## src/rtl/adc_seq_pkg.sv

```systemverilog
package adc_seq_pkg;
  typedef enum logic [1:0] {
    PH_IDLE = 2'd0,
    PH_CONV = 2'd1,
    PH_ACQ  = 2'd2
  } phase_t;
endpackage

```

## src/rtl/adc_seq_sync.sv

```systemverilog
module adc_seq_sync #(
  parameter int   STAGES  = 2,
  parameter logic RST_VAL = 1'b1
) (
  input  logic clk,
  input  logic rst,
  input  logic d,
  output logic q
);
  logic [STAGES-1:0] chain;

  genvar g;
  generate
    for (g = 0; g < STAGES; g++) begin : g_stage
      if (g == 0) begin : g_first
        always_ff @(posedge clk) begin
          if (rst) chain[0] <= RST_VAL;
          else     chain[0] <= d;
        end
      end else begin : g_rest
        always_ff @(posedge clk) begin
          if (rst) chain[g] <= RST_VAL;
          else     chain[g] <= chain[g-1];
        end
      end
    end
  endgenerate

  assign q = chain[STAGES-1];
endmodule

```

## src/rtl/adc_seq_trig.sv

```systemverilog
module adc_seq_trig (
  input  logic clk,
  input  logic rst,
  input  logic cs_s,
  input  logic conv_s,
  output logic req,
  output logic req_edge
);
  logic req_q;

  // request is the AND of both active-low inputs, so its rising edge
  // follows whichever of them arrived last
  assign req = ~cs_s & ~conv_s;

  always_ff @(posedge clk) begin
    if (rst) req_q <= 1'b0;
    else     req_q <= req;
  end

  assign req_edge = req & ~req_q;
endmodule

```

## src/rtl/adc_seq_fsm.sv

```systemverilog
module adc_seq_fsm
  import adc_seq_pkg::*;
#(
  parameter int CONV_CYC = 12,
  parameter int ACQ_CYC  = 6,
  localparam int MAXC    = (CONV_CYC > ACQ_CYC) ? CONV_CYC : ACQ_CYC,
  localparam int CW      = $clog2(MAXC + 1)
) (
  input  logic          clk,
  input  logic          rst,
  input  logic          req,
  input  logic          req_edge,
  output phase_t        nxt_phase,
  output logic [CW-1:0] nxt_cnt
);
  localparam logic [CW-1:0] CONV_LAST = CW'(CONV_CYC - 1);
  localparam logic [CW-1:0] ACQ_LAST  = CW'(ACQ_CYC - 1);

  phase_t        phase;
  logic [CW-1:0] cnt;

  always_comb begin
    nxt_phase = phase;
    nxt_cnt   = cnt;
    case (phase)
      PH_IDLE: begin
        if (req_edge) begin
          nxt_phase = PH_CONV;
          nxt_cnt   = '0;
        end
      end
      PH_CONV: begin
        if (cnt == CONV_LAST) begin
          nxt_phase = PH_ACQ;
          nxt_cnt   = '0;
        end else begin
          nxt_cnt = cnt + 1'b1;
        end
      end
      PH_ACQ: begin
        if (cnt == ACQ_LAST) begin
          nxt_phase = req ? PH_CONV : PH_IDLE;
          nxt_cnt   = '0;
        end else begin
          nxt_cnt = cnt + 1'b1;
        end
      end
      default: begin
        nxt_phase = PH_IDLE;
        nxt_cnt   = '0;
      end
    endcase
  end

  always_ff @(posedge clk) begin
    if (rst) begin
      phase <= PH_IDLE;
      cnt   <= '0;
    end else begin
      phase <= nxt_phase;
      cnt   <= nxt_cnt;
    end
  end
endmodule

```

## src/rtl/adc_conv_seq.sv

```systemverilog
module adc_conv_seq
  import adc_seq_pkg::*;
#(
  parameter int SYNC_STAGES = 2,
  parameter int CONV_CYC    = 12,
  parameter int ACQ_CYC     = 6,
  parameter int P1_AT       = 2,
  parameter int P2_AT       = 7
) (
  input  logic clk,
  input  logic rst,
  input  logic cs_n,
  input  logic conv_n,
  output logic hold_o,
  output logic pass1_o,
  output logic pass2_o,
  output logic latch_o,
  output logic busy_o
);
  localparam int MAXC = (CONV_CYC > ACQ_CYC) ? CONV_CYC : ACQ_CYC;
  localparam int CW   = $clog2(MAXC + 1);
  localparam logic [CW-1:0] P1_IDX   = CW'(P1_AT);
  localparam logic [CW-1:0] P2_IDX   = CW'(P2_AT);
  localparam logic [CW-1:0] LAST_IDX = CW'(CONV_CYC - 1);

  logic          cs_s, conv_s, req, req_edge;
  phase_t        nxt_phase;
  logic [CW-1:0] nxt_cnt;
  logic          in_conv;

  adc_seq_sync #(.STAGES(SYNC_STAGES), .RST_VAL(1'b1)) u_sync_cs (
    .clk(clk), .rst(rst), .d(cs_n), .q(cs_s)
  );
  adc_seq_sync #(.STAGES(SYNC_STAGES), .RST_VAL(1'b1)) u_sync_conv (
    .clk(clk), .rst(rst), .d(conv_n), .q(conv_s)
  );

  adc_seq_trig u_trig (
    .clk(clk), .rst(rst), .cs_s(cs_s), .conv_s(conv_s),
    .req(req), .req_edge(req_edge)
  );

  adc_seq_fsm #(.CONV_CYC(CONV_CYC), .ACQ_CYC(ACQ_CYC)) u_fsm (
    .clk(clk), .rst(rst), .req(req), .req_edge(req_edge),
    .nxt_phase(nxt_phase), .nxt_cnt(nxt_cnt)
  );

  assign in_conv = (nxt_phase == PH_CONV);

  always_ff @(posedge clk) begin
    if (rst) begin
      hold_o  <= 1'b0;
      pass1_o <= 1'b0;
      pass2_o <= 1'b0;
      latch_o <= 1'b0;
      busy_o  <= 1'b0;
    end else begin
      hold_o  <= in_conv;
      busy_o  <= in_conv;
      pass1_o <= in_conv && (nxt_cnt == P1_IDX);
      pass2_o <= in_conv && (nxt_cnt == P2_IDX);
      latch_o <= in_conv && (nxt_cnt == LAST_IDX);
    end
  end
endmodule

```

## config.mk

```make
export PLATFORM = sky130hd
export DESIGN_NAME = adc_conv_seq
export DESIGN_NICKNAME = d
export VERILOG_FILES = /design/src/rtl/adc_seq_pkg.sv /design/src/rtl/adc_seq_sync.sv /design/src/rtl/adc_seq_trig.sv /design/src/rtl/adc_seq_fsm.sv /design/src/rtl/adc_conv_seq.sv
export SDC_FILE = /design/constraint.sdc
export NUM_CORES = 1
export LEC_CHECK = 0
export ABC_CLOCK_PERIOD_IN_PS = 3200
export BUFFER_PORTS_ARGS = -buffer_cell sky130_fd_sc_hd__clkbuf_2
export CORE_AREA = 5 5 42 44
export CTS_CLUSTER_SIZE = 28
export DETAILED_ROUTE_END_ITERATION = 8
export DIE_AREA = 0 0 47 49
export PLACE_DENSITY = 0.83
export SYNTH_ARGS = -nofsm -noshare
export SYNTH_HDL_FRONTEND = slang
export SYNTH_SLANG_ARGS = --single-unit
export TNS_END_PERCENT = 50
```

## constraint.sdc

```tcl
create_clock -name clk -period 3.2 [get_ports clk]
set_input_delay 0.48 -clock clk [delete_from_list [all_inputs] [get_ports clk]]
set_output_delay 0.48 -clock clk [all_outputs]
set_load 0.02 [all_outputs]
```

==> results.py, run 1 <==
metrics = {
    "synthesis": {
        "synth_top_area_share_pct": 41.4,
        "synth-seq-cells": 15,
        "synthCells": 74,
        "yosysWarnings": 0,
        "synth_area_sq_um": 726,
        "synth-edff-count": 0,
        "synth_fp_nets": 80,
        "yosys_most_used_dff": "dfxtp_1",
        "avgSynthCellArea_sq_um": 9.81,
        "async_reset_ff_share_pct": 0,
        "synth_top_area_cell": "dfxtp_1",
        "synth_cell_type_count": 36,
        "synthTopCellsByArea": "dfxtp_1, nor2_1, o32ai_4",
        "ys_seq_area_share_pct": 41.4,
    },
    "worst_setup_path": {
        "regToRegSetupSlack_ns": 1.37,
        "reg2reg_depth": 6,
        "r2r-end": "pass2_o",
        "cp_data_required_time_ns": 3.41,
        "start_kind": "flop",
        "worst_ep_arrival_time_ns": 2.03,
        "reg2reg_from": "u_fsm.cnt[1]",
        "critPathMaxStageDelay_ns": 0.40,
        "slowest_stage": "or3b_4",
        "crit_type": "flop to flop",
        "endpoint_kind": "flop",
        "path_cells": "inv_1 -> ha_1 -> or3b_4 -> o32ai_4 -> o221ai_2 -> nor4_2",
        "crit_fanout": 3,
    },
    "power_and_ir_drop": {
        "power.density_nw_per_um2": 429,
        "leakagePower_nw": 0.291,
        "ir_drop_mv": 0.341,
    },
    "die": {
        "ios": 9,
        "rows": 14,
        "dieHeight_microns": 49,
        "fp.dieW_microns": 47,
        "core_sq_um": 1400,
        "start_util_pct": 51.8,
        "dieArea_sq_um": 2300,
    },
    "sta": {
        "finalCriticalPeriod_ns": 1.83,
        "setup_viol": 0,
        "relSlewSlack_pct": 65.3,
        "final_max_slew_viol_count": 0,
        "skew_ns": 0.00245,
        "rsz0062_at_grt": "false",
        "fmax_mhz": 547,
        "setup_tns_ns": 0,
        "period_share_pct": 57.1,
        "worstMarginPinSlew_ns": 0.516,
        "finalHoldViolations": 0,
    },
    "detailed_routing": {
        "ant_nets": 0,
        "wl_per_cell_microns": 13.4,
        "vias_per_cell": 5.83,
        "remaining_drc_errors": 0,
        "drt_first_pass_iters": 4,
        "wirelength_microns": 1320,
        "dr.first_iter.drc_count": 4,
        "routed-via-count": 571,
    },
    "run": {
        "drv_cap": 0,
    },
    "grt": {
        "grt_pass1_wl_microns": 2420,
        "grt_pass1_vias": 558,
        "grt_start_max_net_pins": 13,
        "antenna_found_initial": 0,
        "grt-ovfl-total": 0,
        "track_usage_pct": 14.2,
    },
    "finish": {
        "register_area_sq_um": 300,
        "n_antenna_cell": 0,
        "layout.nets": 89,
        "drive_gt1_share_pct": 28.0,
        "multi_input_area_sq_um": 387,
        "area_delta_synth_final_pct": 8.28,
        "final_cells": 98,
        "n_fill_cell": 124,
    },
    "placement": {
        "dp.cells": 94,
        "numPortBuffers": 8,
        "place_hpwl_microns": 1010,
        "gp_congestion": 0.731,
    },
    "hold_path": {
        "min_from": "conv_n",
        "holdPathStages": 2,
        "hp-class": "primary input to flop",
        "hold_end": "u_sync_conv.chain[0]",
    },
    "clock_tree": {
        "cts_root_buf": "clkbuf_4",
        "cts_max_level": 1,
        "clkLatencyLatePin_ns": 0.29,
        "ctsResizeCount": 0,
        "clk_pin_slew_ns": 0.09,
        "cts_tree": "yes",
        "cts_num_sinks": 15,
        "cts_setup_buffers": 0,
        "cts_buffer_depth": 2,
        "numCtsBuffers": 3,
        "hold_buffers": 0,
    },
    "status": {
        "status": "completed",
    },
}
==> cell families after synthesis <==
kind of cell / count (synthesis) / share of synthesized area [%]
AOI/OAI and AO/OA: 14 / 17.9
xor gates and xnor gates: 1 / 1.21
adders and majority gates: 2 / 3.45
buffers and inverters: 7 / 5.34
DFF: 15 / 41.4
muxes: 1 / 1.38
and+or+nand+nor: 34 / 29.3
==> metal layers <==
metal	up-vias	part of all wire (%)	wire (microns)	track usage [%]
met2	16	47	622	22.4
li1	284	-	-	-
met4	0	2.8	37	6.91
met5	-	0	0	0
met1	267	44	580	17.0
met3	4	5.7	75	3.69
==> registers in the layout, indices dropped and copies added (netlist names) <==
register and flops:
busy_o 1, u_sync_cs.q 1, u_trig.req_q 1, pass2_o 1, pass1_o 1, u_sync_conv.chain 1
u_sync_cs.chain 1, u_fsm.phase 2, latch_o 1, u_sync_conv.q 1, u_fsm.cnt 4
==> Yosys cell counts, types with 2 or more instances <==
library cell  instances
dfxtp_1              15
nor2_1               12
or2_2                 4
inv_1                 3
nor3_1                3
a21oi_1               2
ha_1                  2
nand2b_1              2
nand3b_1              2
o21ai_0               2
o22ai_1               2
==> worst max path at each step <==
| stage | from | end | slack (ns) | cells past startpoint |
|---|---|---|---|---|
| 2_1_floorplan | u_fsm.cnt[1] | latch_o | 1.51 | 6 |
| 3_3_place_gp | u_fsm.cnt[0] | pass1_o | 1.47 | 5 |
| 3_5_place_dp | u_fsm.cnt[1] | pass2_o | 1.39 | 6 |
| 4_1_cts | u_fsm.cnt[1] | pass2_o | 1.36 | 6 |
| 5_1_grt | u_fsm.cnt[1] | pass2_o | 1.24 | 6 |
| 6_report | u_fsm.cnt[1] | pass2_o | 1.37 | 6 |
==> worst max-delay path: cells and delay by family (launching register included) <==
kind	cells	cell delay (ns)
simple gates	2	0.69
buf+inv	1	0.07
flops	1	0.37
fa+ha+maj	1	0.33
compound gates	2	0.29
==> area by class of cell <==
class	instances	area share [%]
multi-input cells	52	49.2
flip-flops and latches	15	38.2
repair buffers	8	5.10
clock buffers	3	2.87
well taps	16	2.55
inverters	3	1.43
clock inverters	1	0.637
==> power by group <==
part           leakage, nW  switching (mW)  total (mW)  internal, mW
sequential           0.122         0.00615       0.198         0.192
combinational        0.151          0.0166      0.0281        0.0116
clock               0.0177          0.0648       0.111        0.0465
total                0.291          0.0875       0.337         0.250
==> cells in the final DEF, fill, tap and decap left out, drive strengths merged, types with 2 or more instances in the layout <==
master,n
dfxtp,15
nor2,12
clkbuf,11
or2,4
inv,3
nor3,3
nand2b,2
a21oi,2
o22ai,2
nand3b,2
o21ai,2
ha,2
and3b,2
or3b,2
nor4,2
o221ai,2
==> stage by stage <==
| step | instance area, sq um | hold WS (ns) | total power, mW | worst slack (ns) | util, % |
|---|---|---|---|---|---|
| final | 786 | 0.366 | 0.337 | 1.37 | 56.1 |
| after global routing | 786 | 0.354 | 0.355 | 1.24 | 56.1 |
| after CTS | 786 | 0.357 | 0.340 | 1.36 | 56.1 |
| after detailed placement | 758 | 0.398 | 0.230 | 1.39 | 54.1 |
| after global placement | 758 | 0.393 | 0.228 | 1.47 | 54.1 |
| after floorplan | 726 | 0.389 | 0.225 | 1.51 | - |
No activity file was read; power rests on OpenSTA's default activity.
==> run 2: changes to the inputs <==
--- a/config.mk
+++ b/config.mk
@@ -5,13 +5,14 @@
 export SDC_FILE = /design/constraint.sdc
 export NUM_CORES = 1
 export LEC_CHECK = 0
-export ABC_CLOCK_PERIOD_IN_PS = 3200
+export ABC_AREA = 1
+export ABC_CLOCK_PERIOD_IN_PS = 1590
 export BUFFER_PORTS_ARGS = -buffer_cell sky130_fd_sc_hd__clkbuf_2
-export CORE_AREA = 5 5 42 44
+export CORE_MARGIN = 5
+export CORE_UTILIZATION = 48
 export CTS_CLUSTER_SIZE = 28
 export DETAILED_ROUTE_END_ITERATION = 8
-export DIE_AREA = 0 0 47 49
-export PLACE_DENSITY = 0.83
+export PLACE_DENSITY = 0.78
 export SYNTH_ARGS = -nofsm -noshare
 export SYNTH_HDL_FRONTEND = slang
 export SYNTH_SLANG_ARGS = --single-unit
==> constraint.sdc (replaced) <==
create_clock -name clk -period 1.59 [get_ports clk]
set_input_delay 0.2385 -clock clk [delete_from_list [all_inputs] [get_ports clk]]
set_output_delay 0.2385 -clock clk [all_outputs]
set_load 0.02 [all_outputs]
==> run 2 against run 1 <==
Compared with the run above:
- flip-flop and latch count did not move
- synthesized cell count rose by 14%
- register-to-register slack got worse by 1.2 ns
- synthesized area fell by 5.7%
- largest cell class unchanged
- largest power group unchanged
==> results.py, run 2 <==
metrics = {
    "status": {
        "status": "completed",
    },
    "worst_setup_path": {
        "r2r-end": "pass1_o",
        "path_cells": "ha_1 -> nand3_2 -> nand2_2 -> nand2_4 -> a21oi_4 -> nand3_2 -> nor2_1",
        "regToRegSetupSlack_ns": 0.19,
        "cp_data_required_time_ns": 1.81,
        "worst_ep_arrival_time_ns": 1.62,
        "start_kind": "flop",
        "crit_fanout": 6,
        "reg2reg_depth": 7,
        "cpMostUsedCell": "nand3_2",
        "slowest_stage": "dfxtp_1",
        "crit_type": "flop to flop",
        "endpoint_kind": "flop",
        "reg2reg_from": "u_fsm.cnt[0]",
        "critPathMaxStageDelay_ns": 0.43,
    },
    "sta": {
        "worstMarginPinSlew_ns": 0.250,
        "final_max_slew_viol_count": 0,
        "fin_ws_ns": 0.189,
        "skew_ns": 0.00666,
        "setup_tns_ns": 0,
        "fmax_mhz": 714,
        "relSlewSlack_pct": 83.2,
        "rsz0062_at_grt": "false",
        "period_share_pct": 88.1,
        "finalCriticalPeriod_ns": 1.40,
        "setup_viol": 0,
        "whs_ns": 0.145,
        "finalHoldViolations": 0,
    },
    "placement": {
        "numPortBuffers": 8,
        "pre_cts_ws_ns": 0.209,
        "dp.cells": 105,
        "gp_congestion": 0.778,
        "place_hpwl_microns": 933,
    },
    "finish": {
        "largest_register_ffs": 4,
        "top_regs": "u_fsm.cnt (4), u_fsm.phase (2)",
        "area_delta_synth_final_pct": 10.8,
        "n_antenna_cell": 0,
        "top_register": "u_fsm.cnt",
        "n_fill_cell": 113,
        "final_util_pct": 57.5,
        "drive_gt1_share_pct": 29.8,
        "layout.nets": 101,
        "final_common_cell": "dfxtp_1",
        "layout_common_cells": "dfxtp_1, nor2_1, inv_1, nand2_1, clkbuf_2",
        "final_cells": 109,
    },
    "synthesis": {
        "synth_top_area_cell": "dfxtp_1",
        "synthMuxAreaShare_pct": 0,
        "synth_fp_nets": 90,
        "synthCells": 84,
        "synth_most_common_cell": "dfxtp_1",
        "synth_compound_area_share_pct": 5.48,
        "yosysWarnings": 0,
        "synthTopCellsByArea": "dfxtp_1, nor2_1, inv_1",
        "yosys_most_used_dff": "dfxtp_1",
        "synth_top_area_share_pct": 43.9,
        "ys_seq_area_share_pct": 43.9,
        "synthAdderAreaFrac_pct": 3.66,
        "synth_top_family_by_area": "simple AND/OR/NAND/NOR gates",
        "synth-edff-count": 0,
        "yosys-top-cells-count": "dfxtp_1, nor2_1, inv_1, nand2_1, nand3_1",
        "synth_area_sq_um": 684,
        "synth_cell_type_count": 19,
        "synth_xor_area_share_pct": 1.28,
        "synth-seq-cells": 15,
        "avgSynthCellArea_sq_um": 8.15,
        "async_reset_ff_share_pct": 0,
        "synthSimpleGateAreaFrac_pct": 36.9,
    },
    "power_and_ir_drop": {
        "power.density_nw_per_um2": 809,
        "leakagePower_nw": 0.371,
        "ir_drop_mv": 0.542,
    },
    "grt": {
        "track_usage_pct": 13.0,
        "grt-ovfl-total": 0,
        "grt_pass1_wl_microns": 2000,
        "antenna_found_initial": 0,
        "grt_pass1_vias": 473,
        "grt_start_max_net_pins": 12,
    },
    "clock_tree": {
        "cts_setup_buffers": 0,
        "numCtsBuffers": 3,
        "cts_root_buf": "clkbuf_4",
        "cts_num_sinks": 15,
        "ctsResizeCount": 0,
        "cts_max_level": 1,
        "clkLatencyLatePin_ns": 0.28,
        "hold_buffers": 0,
        "cts_buffer_depth": 2,
        "clk_pin_slew_ns": 0.09,
        "cts_tree": "yes",
    },
    "detailed_routing": {
        "vias_per_cell": 4.85,
        "wirelength_microns": 1170,
        "ant_nets": 0,
        "remaining_drc_errors": 0,
        "dr.first_iter.drc_count": 18,
        "routed-via-count": 529,
        "drt_first_pass_iters": 4,
        "wl_per_cell_microns": 10.7,
    },
    "die": {
        "ios": 9,
        "start_util_pct": 51.9,
        "core_sq_um": 1320,
        "rows": 13,
        "dieHeight_microns": 47.8,
        "fp.dieW_microns": 47.8,
        "dieArea_sq_um": 2280,
    },
    "hold_path": {
        "hp-class": "primary input to flop",
        "hold_end": "u_sync_cs.chain[0]",
        "holdPathStages": 2,
        "min_from": "cs_n",
    },
    "run": {
        "drv_cap": 0,
    },
}
-- run 2: logic make-up after synthesis --
group,Yosys count
AO/OA/AOI/OAI,3
flip-flops,15
adder cells (fa/ha/maj),2
AND/OR/NAND/NOR,48
XOR/XNOR,1
buffers and inverters,15
-- run 2: area by class of cell --
type	instances	area, sq um	area share (%)
repair buffers	8	40.0	5.28
inverters	13	48.8	6.44
multi-input cells	54	324	42.7
clock buffers	4	26.3	3.47
flip-flops and latches	15	300	39.6
well taps	15	18.8	2.48
-- run 2: critical path, delay by kind of cell (launching register included) --
kind,cells,cell delay [ns]
AO/OA/AOI/OAI,1,0.19
adder cells (fa/ha/maj),1,0.26
flip-flops,1,0.43
AND/OR/NAND/NOR,5,0.46
-- run 2: how the worst max path moves through the flow --
stage / from / endpoint / slack (ns) / cells past startpoint
2_1_floorplan: u_fsm.cnt[0] / pass1_o / 0.32 / 8
3_3_place_gp: u_fsm.cnt[0] / latch_o / 0.26 / 8
3_5_place_dp: u_fsm.cnt[0] / pass2_o / 0.21 / 8
4_1_cts: u_fsm.cnt[0] / pass1_o / 0.19 / 7
5_1_grt: u_fsm.cnt[0] / pass1_o / 0.03 / 7
6_report: u_fsm.cnt[0] / pass1_o / 0.19 / 7
-- run 2: report_power, final --
part	internal (mW)	switching [mW]
combinational	0.00878	0.0129
sequential	0.381	0.00235
clock	0.0972	0.111
total	0.487	0.126
-- run 2: through the flow --
stage / power [mW] / cell area [sq um]
2_1_floorplan: 0.407 / 684
3_3_place_gp: 0.413 / 732
3_5_place_dp: 0.414 / 732
4_1_cts: 0.619 / 758
5_1_grt: 0.643 / 758
6_report: 0.613 / 758
-- run 2: per-layer routing --
layer,track usage (%),wire (microns),up-vias
met5,0,0,-
met2,19.5,575,16
met3,3.76,64,2
met4,8.06,13,0
met1,16.2,513,234
li1,-,-,277
